File: src/rtl/cmv_pkg.sv
package cmv_pkg;

  // Condition codes are grouped in pairs; the upper three bits pick the pair,
  // the lowest bit inverts the test.
  typedef enum logic [2:0] {
    PAIR_OVF  = 3'd0,
    PAIR_CRY  = 3'd1,
    PAIR_ZRO  = 3'd2,
    PAIR_BE   = 3'd3,
    PAIR_SGN  = 3'd4,
    PAIR_PAR  = 3'd5,
    PAIR_LT   = 3'd6,
    PAIR_LE   = 3'd7
  } cmv_pair_e;

  typedef struct packed {
    logic ovf;
    logic cry;
    logic zro;
    logic sgn;
    logic par;
  } cmv_flags_t;

endpackage

File: src/rtl/cmv_cond_eval.sv
module cmv_cond_eval
  import cmv_pkg::*;
(
  input  logic [3:0]  cc,
  input  cmv_flags_t  flags,
  output logic        taken
);

  cmv_pair_e pair;
  logic      base;
  logic      sgn_ne_ovf;

  assign pair       = cmv_pair_e'(cc[3:1]);
  assign sgn_ne_ovf = flags.sgn ^ flags.ovf;

  // Evaluate the even member of each pair; the odd member is its inverse.
  always_comb begin
    unique case (pair)
      PAIR_OVF: base = flags.ovf;
      PAIR_CRY: base = flags.cry;
      PAIR_ZRO: base = flags.zro;
      PAIR_BE:  base = flags.cry | flags.zro;
      PAIR_SGN: base = flags.sgn;
      PAIR_PAR: base = flags.par;
      PAIR_LT:  base = sgn_ne_ovf;
      PAIR_LE:  base = flags.zro | sgn_ne_ovf;
      default:  base = 1'b0;
    endcase
  end

  assign taken = base ^ cc[0];

endmodule

File: src/rtl/cmv_merge.sv
module cmv_merge #(
  parameter int DATA_W   = 64,
  parameter int WIDE_W   = 32,
  parameter int NARROW_W = 16
) (
  input  logic              wide,
  input  logic              taken,
  input  logic [DATA_W-1:0] dst,
  input  logic [DATA_W-1:0] src,
  output logic [DATA_W-1:0] nxt
);

  // Wide path: zero-extended, low part selected by the condition.
  logic [WIDE_W-1:0]   wide_low;
  // Narrow path: only the low part may change.
  logic [NARROW_W-1:0] narrow_low;

  assign wide_low   = taken ? src[WIDE_W-1:0]   : dst[WIDE_W-1:0];
  assign narrow_low = taken ? src[NARROW_W-1:0] : dst[NARROW_W-1:0];

  always_comb begin
    if (wide) begin
      nxt               = '0;
      nxt[WIDE_W-1:0]   = wide_low;
    end else begin
      nxt               = dst;
      nxt[NARROW_W-1:0] = narrow_low;
    end
  end

endmodule

File: src/rtl/cmv_out_stage.sv
module cmv_out_stage #(
  parameter int PAY_W = 65
) (
  input  logic             clk,
  input  logic             rst_n,
  input  logic             up_valid,
  output logic             up_ready,
  input  logic [PAY_W-1:0] up_pay,
  output logic             dn_valid,
  input  logic             dn_ready,
  output logic [PAY_W-1:0] dn_pay
);

  logic             vld_q;
  logic [PAY_W-1:0] pay_q;

  // A slot is free when empty or when its content leaves this cycle.
  assign up_ready = ~vld_q | dn_ready;

  always_ff @(posedge clk) begin
    if (!rst_n) begin
      vld_q <= 1'b0;
      pay_q <= '0;
    end else if (up_ready) begin
      vld_q <= up_valid;
      if (up_valid) pay_q <= up_pay;
    end
  end

  assign dn_valid = vld_q;
  assign dn_pay   = pay_q;

endmodule

File: src/rtl/cmv_unit.sv
module cmv_unit #(
  parameter int DATA_W   = 64,
  parameter int WIDE_W   = 32,
  parameter int NARROW_W = 16
) (
  input  logic              clk,
  input  logic              rst_n,
  input  logic              in_valid,
  output logic              in_ready,
  input  logic [3:0]        in_cond,
  input  logic              flag_ovf,
  input  logic              flag_cry,
  input  logic              flag_zro,
  input  logic              flag_sgn,
  input  logic              flag_par,
  input  logic              in_wide,
  input  logic [DATA_W-1:0] in_dst,
  input  logic [DATA_W-1:0] in_src,
  output logic              out_valid,
  input  logic              out_ready,
  output logic [DATA_W-1:0] out_dst,
  output logic              out_taken
);
  import cmv_pkg::*;

  localparam int PAY_W = DATA_W + 1;

  cmv_flags_t        flags;
  logic              taken;
  logic [DATA_W-1:0] merged;
  logic [PAY_W-1:0]  pay_out;

  assign flags = '{ovf: flag_ovf, cry: flag_cry, zro: flag_zro,
                   sgn: flag_sgn, par: flag_par};

  cmv_cond_eval u_eval (
    .cc    (in_cond),
    .flags (flags),
    .taken (taken)
  );

  cmv_merge #(
    .DATA_W   (DATA_W),
    .WIDE_W   (WIDE_W),
    .NARROW_W (NARROW_W)
  ) u_merge (
    .wide  (in_wide),
    .taken (taken),
    .dst   (in_dst),
    .src   (in_src),
    .nxt   (merged)
  );

  cmv_out_stage #(
    .PAY_W (PAY_W)
  ) u_stage (
    .clk      (clk),
    .rst_n    (rst_n),
    .up_valid (in_valid),
    .up_ready (in_ready),
    .up_pay   ({taken, merged}),
    .dn_valid (out_valid),
    .dn_ready (out_ready),
    .dn_pay   (pay_out)
  );

  assign out_taken = pay_out[PAY_W-1];
  assign out_dst   = pay_out[DATA_W-1:0];

endmodule

File: config.mk
export PLATFORM = sky130hd
export DESIGN_NAME = cmv_unit
export DESIGN_NICKNAME = d
export VERILOG_FILES = /design/src/rtl/cmv_pkg.sv /design/src/rtl/cmv_cond_eval.sv /design/src/rtl/cmv_merge.sv /design/src/rtl/cmv_out_stage.sv /design/src/rtl/cmv_unit.sv
export SDC_FILE = /design/constraint.sdc
export NUM_CORES = 1
export LEC_CHECK = 0
export ABC_AREA = 1
export BUFFER_PORTS_ARGS = -buffer_cell sky130_fd_sc_hd__buf_2
export CAP_MARGIN = 10
export CORE_ASPECT_RATIO = 0.8
export CORE_MARGIN = 2
export CORE_UTILIZATION = 30
export DETAILED_ROUTE_END_ITERATION = 12
export GPL_TIMING_DRIVEN = 0
export PLACE_DENSITY = 0.65
export SETUP_SLACK_MARGIN = 0.4
export SLEW_MARGIN = 15
export SYNTH_ARGS = -nofsm -noshare
export SYNTH_HDL_FRONTEND = slang
export SYNTH_HIERARCHICAL = 1
export SYNTH_SLANG_ARGS = --single-unit
File: constraint.sdc
create_clock -name clk -period 1.9 [get_ports clk]
set_input_delay 0.095 -clock clk [delete_from_list [all_inputs] [get_ports clk]]
set_output_delay 0.095 -clock clk [all_outputs]
set_load 0.1 [all_outputs]
# [Word-level counts from Yosys, hierarchy flattened]
# Index checks and enable logic that the tools add are counted.
[op_classes] n_eq_ne=7 mux=4 bitwise=6 reduce_logical=2
[op_table] operator="$mux 64" n=1
[op_table] operator="$mux 32" n=1
[op_table] operator="$mux 16" n=1
[op_table] operator="$eq 3x3->1 const B" n=4
[op_table] operator="$pmux 1 s8" n=1
[op_table] operator="$eq 3x2->1 const B" n=2
[op_table] operator="$eq 3x1->1 const B" n=1
[op_table] operator="$logic_not 3->1" n=1
[op_table] operator="$or 1x1->1" n=3
[op_table] operator="$reduce_and 2->1" n=1
[op_table] operator="$xor 1x1->1" n=2
[op_table] operator="$not 1->1" n=1
[totals] reg_bits=66 inputBits=142 output_inout_bits=67 word_cells=21

# [Longest topological paths before layout]
# Gate-level depths: netlist of the first run.
[depth] word_depth=6 depth_mapped=16 ltp_nobuf=15

# [By module]
# Netlist of the first run, hierarchy kept.
[modules_own_cells] mod="cmv_out_stage" instances=1 cells_each=431 area_per_inst_um2=2964.1 seq_area_each_um2=1321.3
[modules_own_cells] mod="cmv_merge" instances=1 cells_each=172 area_per_inst_um2=700.7 seq_area_each_um2=0.0
[modules_own_cells] mod="cmv_cond_eval" instances=1 cells_each=24 area_per_inst_um2=100.1 seq_area_each_um2=0.0

# [Least setup slack after synthesis of the first run]
# No wires, ideal clock.
[synth_timing] path_kind="reg2reg" startpoint="register u_stage.vld_q (netlist: u_stage/dn_valid)" endpoint="register u_stage.pay_q[53] (netlist: u_stage/dn_pay[53])" setup_time_ns=0.119 arrival_ns=1.757 t_required_ns=1.781 slack_ns=0.024 stages_incl_launch_ff=6 n_path_buf=2 synth_period_minus_slack_ns=1.876 path_cell_list="dfxtp_1 nand2_2 buf_6 buf_4 a21oi_1 nor2_1"
[synth_via] elab_chain_cells=3
[synth_lines] element="start, declared" line_no="cmv_out_stage.sv:14" rtl="logic vld_q;"
[synth_lines] element="start signal, assigned" line_no="cmv_out_stage.sv:25" rtl="vld_q <= up_valid;"
[synth_lines] element="$not 1->1" line_no="cmv_out_stage.sv:18" rtl="assign up_ready = ~vld_q | dn_ready;"
[synth_lines] element="$or 1x1->1" line_no="cmv_out_stage.sv:18"
[synth_lines] element="net in_ready" line_no="cmv_unit.sv:9" rtl="output logic in_ready,"
[synth_lines] element="$reduce_and 2->1 (no line)"
[synth_lines] element="end signal, assigned" line_no="cmv_out_stage.sv:26" rtl="if (up_valid) pay_q <= up_pay;"
[synth_lines] element="end, declared" line_no="cmv_out_stage.sv:15" rtl="logic [PAY_W-1:0] pay_q;"
# The timed path passes the listed nets, and every way through them passes these cells.
# A chain may end at the register's enable or synchronous reset.

# [Final worst setup path of the first run]
[layout_timing] startpoint="register u_stage.vld_q (netlist: u_stage/dn_valid)" endpoint="output port in_ready"
[layout_via] elab_chain_cells=2
[layout_lines] element="$not 1->1" line_no="cmv_out_stage.sv:18"
[layout_lines] element="$or 1x1->1" line_no="cmv_out_stage.sv:18"
[layout_lines] element="end, declared" line_no="cmv_unit.sv:9"
# No other way between the ends.

==> flow_summary_export.csv, run 1 <==
group,metric,value,unit
drt,detail_route.drc_violations,0,
clock_tree,clk_path_buf_depth,2,
worst_hold_path,min_to,"u_stage/dn_pay[63]",
drt,avgViaCountPerCell,4.298,
die,start_util,0.3084,
sta,grt_setup_unrepaired,"no",
layout,post_route_cells_drive_above_1_share,0.2901,
sta,finalWorstPathRequiredPeriod,1.397,ns
layout,multi_input_comb_area,1708,sq um
drt,detail_route.first_pass.iterations,5,
layout,diodes,0,
critical_path,worst_setup_path_end_kind,"output pin",
clock_tree,cts_tree,"done",
drt,final_antenna_net_count,0,
power_and_ir_drop,worst_ir_drop_vdd,0.0003882,V
drt,vias,4246,
sta,finalHoldViolations,0,
sta,finalSetupViolations,0,
worst_hold_path,hold_path.class,"in -> reg",
die,die-width,129.2,um
synthesis,synth_mux_area_frac,0,
die,rows,36,
worst_hold_path,number_of_cells_on_the_worst_hold_path,3,
die,design.die.area,13470,sq um
clock_tree,clk_pin_slew_worst_paths,0.05,ns
synthesis,combined_area_of_all_synthesized_cells,3765,sq um
power_and_ir_drop,design_power_total,4.795,mW
worst_hold_path,timing.hold.worst.start,"rst_n",
global_routing,grt_antenna_before_repair,0,
layout,layout-area-overhead-vs-synth,37.62,%
die,die_height,104.2,um
critical_path,r2r-start,"u_stage/dn_valid",
synthesis,ys_seq_elements,66,
drt,detailedRoute.firstIterationViolations,191,
place,port_buffers,174,
global_routing,grt_usage,0.1751,
synthesis,synthDistinctLibCells,16,
die,boundaryPins,209,
critical_path,worst_r2r_path_depth,6,
critical_path,critical_path.reg2reg.endpoint,"u_stage/dn_pay[45]",
synthesis,synth_adder_area_share,0,
critical_path,timing.critical_path.from_type,"flop",
synthesis,synth_nets,769,
die,design.core.area,12210,sq um
clock_tree,cts_num_sinks,66,
critical_path,timing.reg2reg.setup_slack,0.79,ns
drt,wl_per_cell,11.81,um
sta,max_freq,715.7,MHz
power_and_ir_drop,leakagePower,3.060,nW
sta,final_max_slew_viol_count,0,
critical_path,maximum_fanout_encountered_on_the_critical_timing_path,10,
synthesis,synth_seq_area_share,0.3509,
critical_path,worst-endpoint-required,1.80,ns
power_and_ir_drop,pwr_density_cell,925.4,nW/um^2
global_routing,grt_start_max_net_pins,12,
place,detailedPlacementHpwl,8731,um
synthesis,synthesis.instances,627,
global_routing,wire_length_of_the_first_global_routing_pass,18640,um
run,maxCapViolCount,0,
status,status,"finished clean",
synthesis,synth_xor_area_frac,0,
layout,fillCellCount,1362,
synthesis,synth-compound-area-share,0.1110,
critical_path,critPathKind,"reg -> out",
clock_tree,cts.htree.levels,3,
sta,final.period_utilization,0.7354,
synthesis,syn_avg_cell_area,6.005,sq um
synthesis,synthSimpleGateAreaFrac,0.3380,
layout,final_nets,954,
layout,layout.cells.most_common,"sky130_fd_sc_hd__buf_2",
critical_path,cp_data_arrival_time,1.30,ns
sta,max-slew-margin-rel,0.6583,
global_routing,grt-ovfl-total,0,
layout,ff_latch_area,1325,sq um
synthesis,synth_top_family_by_area,"simple AND/OR/NAND/NOR gates",
global_routing,first_global_vias,3791,
place,routability_driven_placement_congestion_ratio,0.8174,
synthesis,yosysWarnings,6,
sta,final.setup_skew,0.003677,ns
drt,wl,11670,um
sta,final.setup.tns,0,ns
clock_tree,cts_root_buffer,"sky130_fd_sc_hd__clkbuf_16",
sta,max_slew.worst_pin.slew,0.5161,ns
layout,layout.cells.most_common_list,"sky130_fd_sc_hd__buf_2 (195), sky130_fd_sc_hd__nand2_1 (121), sky130_fd_sc_hd__inv_1 (120)",
clock_tree,tritoncts.num_buffers,9,
clock_tree,clock_latency,0.33,ns
[repair_timing]
action | CTS | global route
cloned | 0 | 0
endpoints found under the setup margin | 1 | 28
gates resized for setup | 5 | 12
buffers inserted | 0 | 0
hold buffers | 0 | 0
[worst max path at each step]
stage | startpoint | endpoint | slack, ns
detailed placement | in_cond[3] | u_stage/dn_pay[27] | 0.09
finish | u_stage/dn_valid | in_ready | 0.50
CTS | u_stage/dn_valid | in_ready | 0.41
global route | in_cond[3] | u_stage/dn_pay[13] | 0.40
global placement | in_cond[3] | u_stage/dn_pay[5] | 0.1
floorplan | u_stage/dn_valid | u_stage/dn_pay[53] | 0.53
[metal layers]
metal	up-vias	global-route usage	wire length (um)
met5	-	0	0
li1	2274	-	-
met2	131	0.2639	4933
met1	1834	0.2454	5809
met4	0	0.02640	59
met3	7	0.06070	868
[power breakdown]
part           total, mW  internal [mW]  switching [mW]  leakage (nW)
clock network       1.55          0.953           0.595         0.133
logic               1.69          0.403            1.29          2.38
registers           1.55           1.50          0.0551         0.548
[registers in the layout (all words and copies together), names as in the netlist]
| register | cells |
|---|---|
| u_stage/dn_valid | 1 |
| u_stage/dn_pay | 65 |
[metrics by stage]
stage	cells	hold slack (ns)	util	instance area, sq um	worst slack [ns]
6_report	988	0.1077	0.4245	5181	0.5027
5_1_grt	988	0.1226	0.4245	5181	0.4038
4_1_cts	988	0.1096	0.4219	5150	0.4146
3_5_place_dp	972	0.4599	0.3976	4853	0.08741
3_3_place_gp	972	0.4556	0.3976	4853	0.09956
2_1_floorplan	627	0.3745	-	3769	0.5332
[synth_stat cells]
cell type                  count  area share
sky130_fd_sc_hd__nand2_1     124        0.12
sky130_fd_sc_hd__buf_4        14       0.028
sky130_fd_sc_hd__inv_1       120        0.12
sky130_fd_sc_hd__a21boi_1      1      0.0020
sky130_fd_sc_hd__dfxtp_1      66        0.35
sky130_fd_sc_hd__nand3_1      86        0.11
sky130_fd_sc_hd__nor2_1       97       0.097
sky130_fd_sc_hd__clkbuf_1      5      0.0050
sky130_fd_sc_hd__a21oi_1      65       0.086
sky130_fd_sc_hd__inv_2         2      0.0020
sky130_fd_sc_hd__buf_6         5       0.015
sky130_fd_sc_hd__o21ai_0      16       0.021
sky130_fd_sc_hd__buf_2        23       0.031
sky130_fd_sc_hd__nand2_2       1      0.0017
sky130_fd_sc_hd__o21ai_1       1      0.0013
sky130_fd_sc_hd__nand4_1       1      0.0017
[cells by family after synthesis]
family                 after synthesis
AOI/OAI and AO/OA                   83
buffers and inverters              169
DFF                                 66
and+or+nand+nor                    309
[final cells by class]
cell class,count,area share
well taps,171,0.04129
repair buffers,174,0.1710
multi-input cells,392,0.3296
flip-flops and latches,66,0.2557
clock buffers,14,0.05095
clock inverters,2,0.002415
inverters,122,0.08838
plain buffers,47,0.06061
[worst max-delay path, stage by stage (launching register included)]
cell,delay (ns)
sky130_fd_sc_hd__dfxtp_4,0.35
sky130_fd_sc_hd__nand2_4,0.12
sky130_fd_sc_hd__buf_8,0.16
sky130_fd_sc_hd__buf_6,0.15
sky130_fd_sc_hd__buf_12,0.18
Note: power is estimated with default switching activity, not from simulation.
==> run 2: changes to the inputs <==
--- a/config.mk
+++ b/config.mk
@@ -5,7 +5,7 @@
 export SDC_FILE = /design/constraint.sdc
 export NUM_CORES = 1
 export LEC_CHECK = 0
-export ABC_AREA = 1
+export ABC_AREA = 0
 export BUFFER_PORTS_ARGS = -buffer_cell sky130_fd_sc_hd__buf_2
 export CAP_MARGIN = 10
 export CORE_ASPECT_RATIO = 0.8
@@ -13,7 +13,7 @@
 export CORE_UTILIZATION = 30
 export DETAILED_ROUTE_END_ITERATION = 12
 export GPL_TIMING_DRIVEN = 0
-export PLACE_DENSITY = 0.65
+export PLACE_DENSITY = 0.67
 export SETUP_SLACK_MARGIN = 0.4
 export SLEW_MARGIN = 15
 export SYNTH_ARGS = -nofsm -noshare
==> constraint.sdc (replaced) <==
create_clock -name clk -period 1.3 [get_ports clk]
set_input_delay 0.065 -clock clk [delete_from_list [all_inputs] [get_ports clk]]
set_output_delay 0.065 -clock clk [all_outputs]
set_load 0.1 [all_outputs]
==> flow_summary_export.csv, run 2 <==
group,metric,value,unit
die,die_height,98.72,um
worst_hold_path,hold_path.class,"in -> reg",
critical_path,maximum_fanout_encountered_on_the_critical_timing_path,6,
synthesis,yosysWarnings,6,
run,maxCapViolCount,0,
global_routing,grt_antenna_before_repair,0,
synthesis,synthTopCellsByCount,"sky130_fd_sc_hd__nand2_1 (131), sky130_fd_sc_hd__dfxtp_1 (66), sky130_fd_sc_hd__mux2i_1 (66), sky130_fd_sc_hd__nor2b_1 (30), sky130_fd_sc_hd__mux2_2 (22)",
power_and_ir_drop,pwr_density_cell,1164,nW/um^2
layout,finalCoreUtilization,0.6036,
layout,post_route_cells_drive_above_1_share,0.6198,
critical_path,critPathKind,"in -> reg",
critical_path,r2r-start,"u_stage/dn_valid",
synthesis,synth_flop_cell,"sky130_fd_sc_hd__dfxtp_1",
sta,final.setup_skew,0.003938,ns
drt,wl_per_cell,15.14,um
critical_path,worst-endpoint-required,1.51,ns
clock_tree,cts_tree,"done",
sta,finalHoldViolations,0,
sta,grt_setup_unrepaired,"yes",
sta,final_max_slew_viol_count,0,
synthesis,ys_seq_elements,66,
layout,flip_flop_count_of_the_largest_register_after_layout,65,
clock_tree,tritoncts.num_buffers,9,
clock_tree,cts_root_buffer,"sky130_fd_sc_hd__clkbuf_16",
worst_hold_path,number_of_cells_on_the_worst_hold_path,4,
critical_path,worst_setup_path_end_kind,"flop",
clock_tree,cts.htree.levels,3,
global_routing,grt-ovfl-total,0,
critical_path,cp_data_arrival_time,1.83,ns
clock_tree,clk_pin_slew_worst_paths,0.05,ns
drt,wl,11340,um
sta,max_slew.worst_pin.slew,0.6853,ns
drt,detail_route.drc_violations,0,
layout,finalNonFillerCells,749,
place,place.detailed.instances,689,
synthesis,synthDistinctLibCells,22,
drt,avgViaCountPerCell,4.510,
place,worst_slack_at_placement,-0.7239,ns
layout,diodes,0,
clock_tree,clock_latency,0.33,ns
sta,finalSetupViolations,32,
sta,max_freq,618.1,MHz
power_and_ir_drop,leakagePower,3.027,nW
drt,detailedRoute.firstIterationViolations,76,
sta,setup_ws,-0.3177,ns
sta,finalWorstPathRequiredPeriod,1.618,ns
drt,detail_route.first_pass.iterations,4,
critical_path,timing.reg2reg.setup_slack,0.05,ns
layout,layout.cells.most_common_list,"sky130_fd_sc_hd__nand2_1 (111), sky130_fd_sc_hd__buf_2 (108), sky130_fd_sc_hd__buf_12 (73)",
synthesis,combined_area_of_all_synthesized_cells,3364,sq um
clock_tree,clk_path_buf_depth,2,
synthesis,synth_most_common_cell,"sky130_fd_sc_hd__nand2_1",
clock_tree,cts_num_sinks,66,
sta,max-slew-margin-rel,0.5431,
worst_hold_path,min_to,"u_stage/dn_pay[56]",
layout,layout.cells.most_common,"sky130_fd_sc_hd__nand2_1",
status,status,"finished with violations",
place,detailedPlacementHpwl,7126,um
synthesis,syn_avg_cell_area,9.093,sq um
synthesis,synthesis.instances,370,
layout,layout-area-overhead-vs-synth,95.39,%
layout,final_nets,744,
global_routing,grt_usage,0.1877,
die,design.die.area,12080,sq um
drt,final_antenna_net_count,0,
global_routing,first_global_vias,3603,
synthesis,ys_top_cells_by_area,"sky130_fd_sc_hd__dfxtp_1 (39%), sky130_fd_sc_hd__mux2i_1 (20%), sky130_fd_sc_hd__nand2_1 (15%)",
die,die-width,122.4,um
synthesis,synth_seq_area_share,0.3927,
critical_path,timing.critical_path.from_type,"input port",
worst_hold_path,timing.hold.worst.start,"in_dst[56]",
power_and_ir_drop,worst_ir_drop_vdd,0.0005544,V
place,port_buffers,175,
die,boundaryPins,209,
synthesis,post_synth_top_area_share,0.3927,
status,failed_checks,"negative setup slack",
sta,final.hold.worst_slack,0.09375,ns
power_and_ir_drop,design_power_total,7.653,mW
global_routing,wire_length_of_the_first_global_routing_pass,17590,um
synthesis,synth_edf_count,0,
synthesis,ys_async_sr_fraction,0,
synthesis,synth_nets,512,
drt,vias,3378,
global_routing,grt_start_max_net_pins,11,
place,routability_driven_placement_congestion_ratio,0.7751,
die,design.core.area,10890,sq um
sta,final.period_utilization,1.244,
die,rows,34,
critical_path,critical_path.reg2reg.endpoint,"u_stage/dn_pay[49]",
synthesis,yosysTopAreaCell,"sky130_fd_sc_hd__dfxtp_1",
die,start_util,0.3089,
critical_path,worst_r2r_path_depth,6,
-- run 2: cells by family after synthesis --
logic type	count (synthesis)	share of synthesized area
buffers and inverters	31	0.05690
multiplexers	98	0.3146
AO/OA/AOI/OAI	6	0.01264
XOR/XNOR	2	0.005207
flip-flops	66	0.3927
AND/OR/NAND/NOR	167	0.2179
-- run 2: report_power, final --
group          internal [mW]  switching, mW  leakage (nW)
clock network           1.56          0.846         0.147
registers               2.18          0.148         0.570
logic                   1.32           1.60          2.31
-- run 2: area by class of cell --
| type | instances | area [sq um] |
|---|---|---|
| clock buffers | 11 | 252.7 |
| clock inverters | 3 | 40.04 |
| multi-input cells | 273 | 2008 |
| flip-flops and latches | 66 | 1425 |
| plain buffers | 28 | 242.7 |
| well taps | 144 | 180.2 |
| repair buffers | 221 | 2414 |
| inverters | 3 | 11.26 |
| fillers | 888 | 4317 |
-- run 2: critical path, stage by stage --
cell	delay (ns)
sky130_fd_sc_hd__buf_8	0.09
sky130_fd_sc_hd__mux2i_4	0.21
sky130_fd_sc_hd__o21ai_2	0.07
sky130_fd_sc_hd__a221oi_2	0.24
sky130_fd_sc_hd__xnor2_1	0.13
sky130_fd_sc_hd__buf_4	0.16
sky130_fd_sc_hd__buf_6	0.12
sky130_fd_sc_hd__nand2_8	0.09
sky130_fd_sc_hd__buf_12	0.13
sky130_fd_sc_hd__mux2_2	0.35
sky130_fd_sc_hd__nand2_2	0.07
sky130_fd_sc_hd__mux2i_1	0.08
-- run 2: timing repair --
action / 4_1_cts / 5_1_grt
endpoints found under the hold margin: 1 / 0
setup buffers: 28 / 11
gates resized for setup: 318 / 37
pin swaps: 4 / 4
hold buffers: 1 / 0
endpoints found under the setup margin: 132 / 132
gates cloned: 4 / 2
-- run 2: how the worst max path moves through the flow --
| stage | startpoint | slack (ns) | cells past startpoint | endpoint |
|---|---|---|---|---|
| 2_1_floorplan | in_cond[3] | -0.32 | 10 | u_stage/dn_pay[22] |
| 3_3_place_gp | in_cond[3] | -0.65 | 11 | u_stage/dn_pay[30] |
| 3_5_place_dp | in_cond[3] | -0.72 | 11 | u_stage/dn_pay[28] |
| 4_1_cts | in_cond[3] | -0.29 | 12 | u_stage/dn_pay[27] |
| 5_1_grt | in_cond[3] | -0.41 | 12 | u_stage/dn_pay[16] |
| 6_report | in_cond[3] | -0.32 | 12 | u_stage/dn_pay[16] |
-- run 2: through the flow --
stage                     setup TNS (ns)  instance area [sq um]
after global placement            -17.68                   4528
after global routing              -11.03                   6574
after floorplan                   -16.48                   3472
final                             -7.594                   6574
after CTS                         -7.562                   6329
after detailed placement          -19.72                   4528
-- run 2: layer usage --
layer,vias up,part of all wire,track usage
met5,-,0,0
met4,0,0.012,0.05305
met3,13,0.070,0.06192
met2,126,0.53,0.3479
met1,1573,0.39,0.2018
li1,1666,-,-
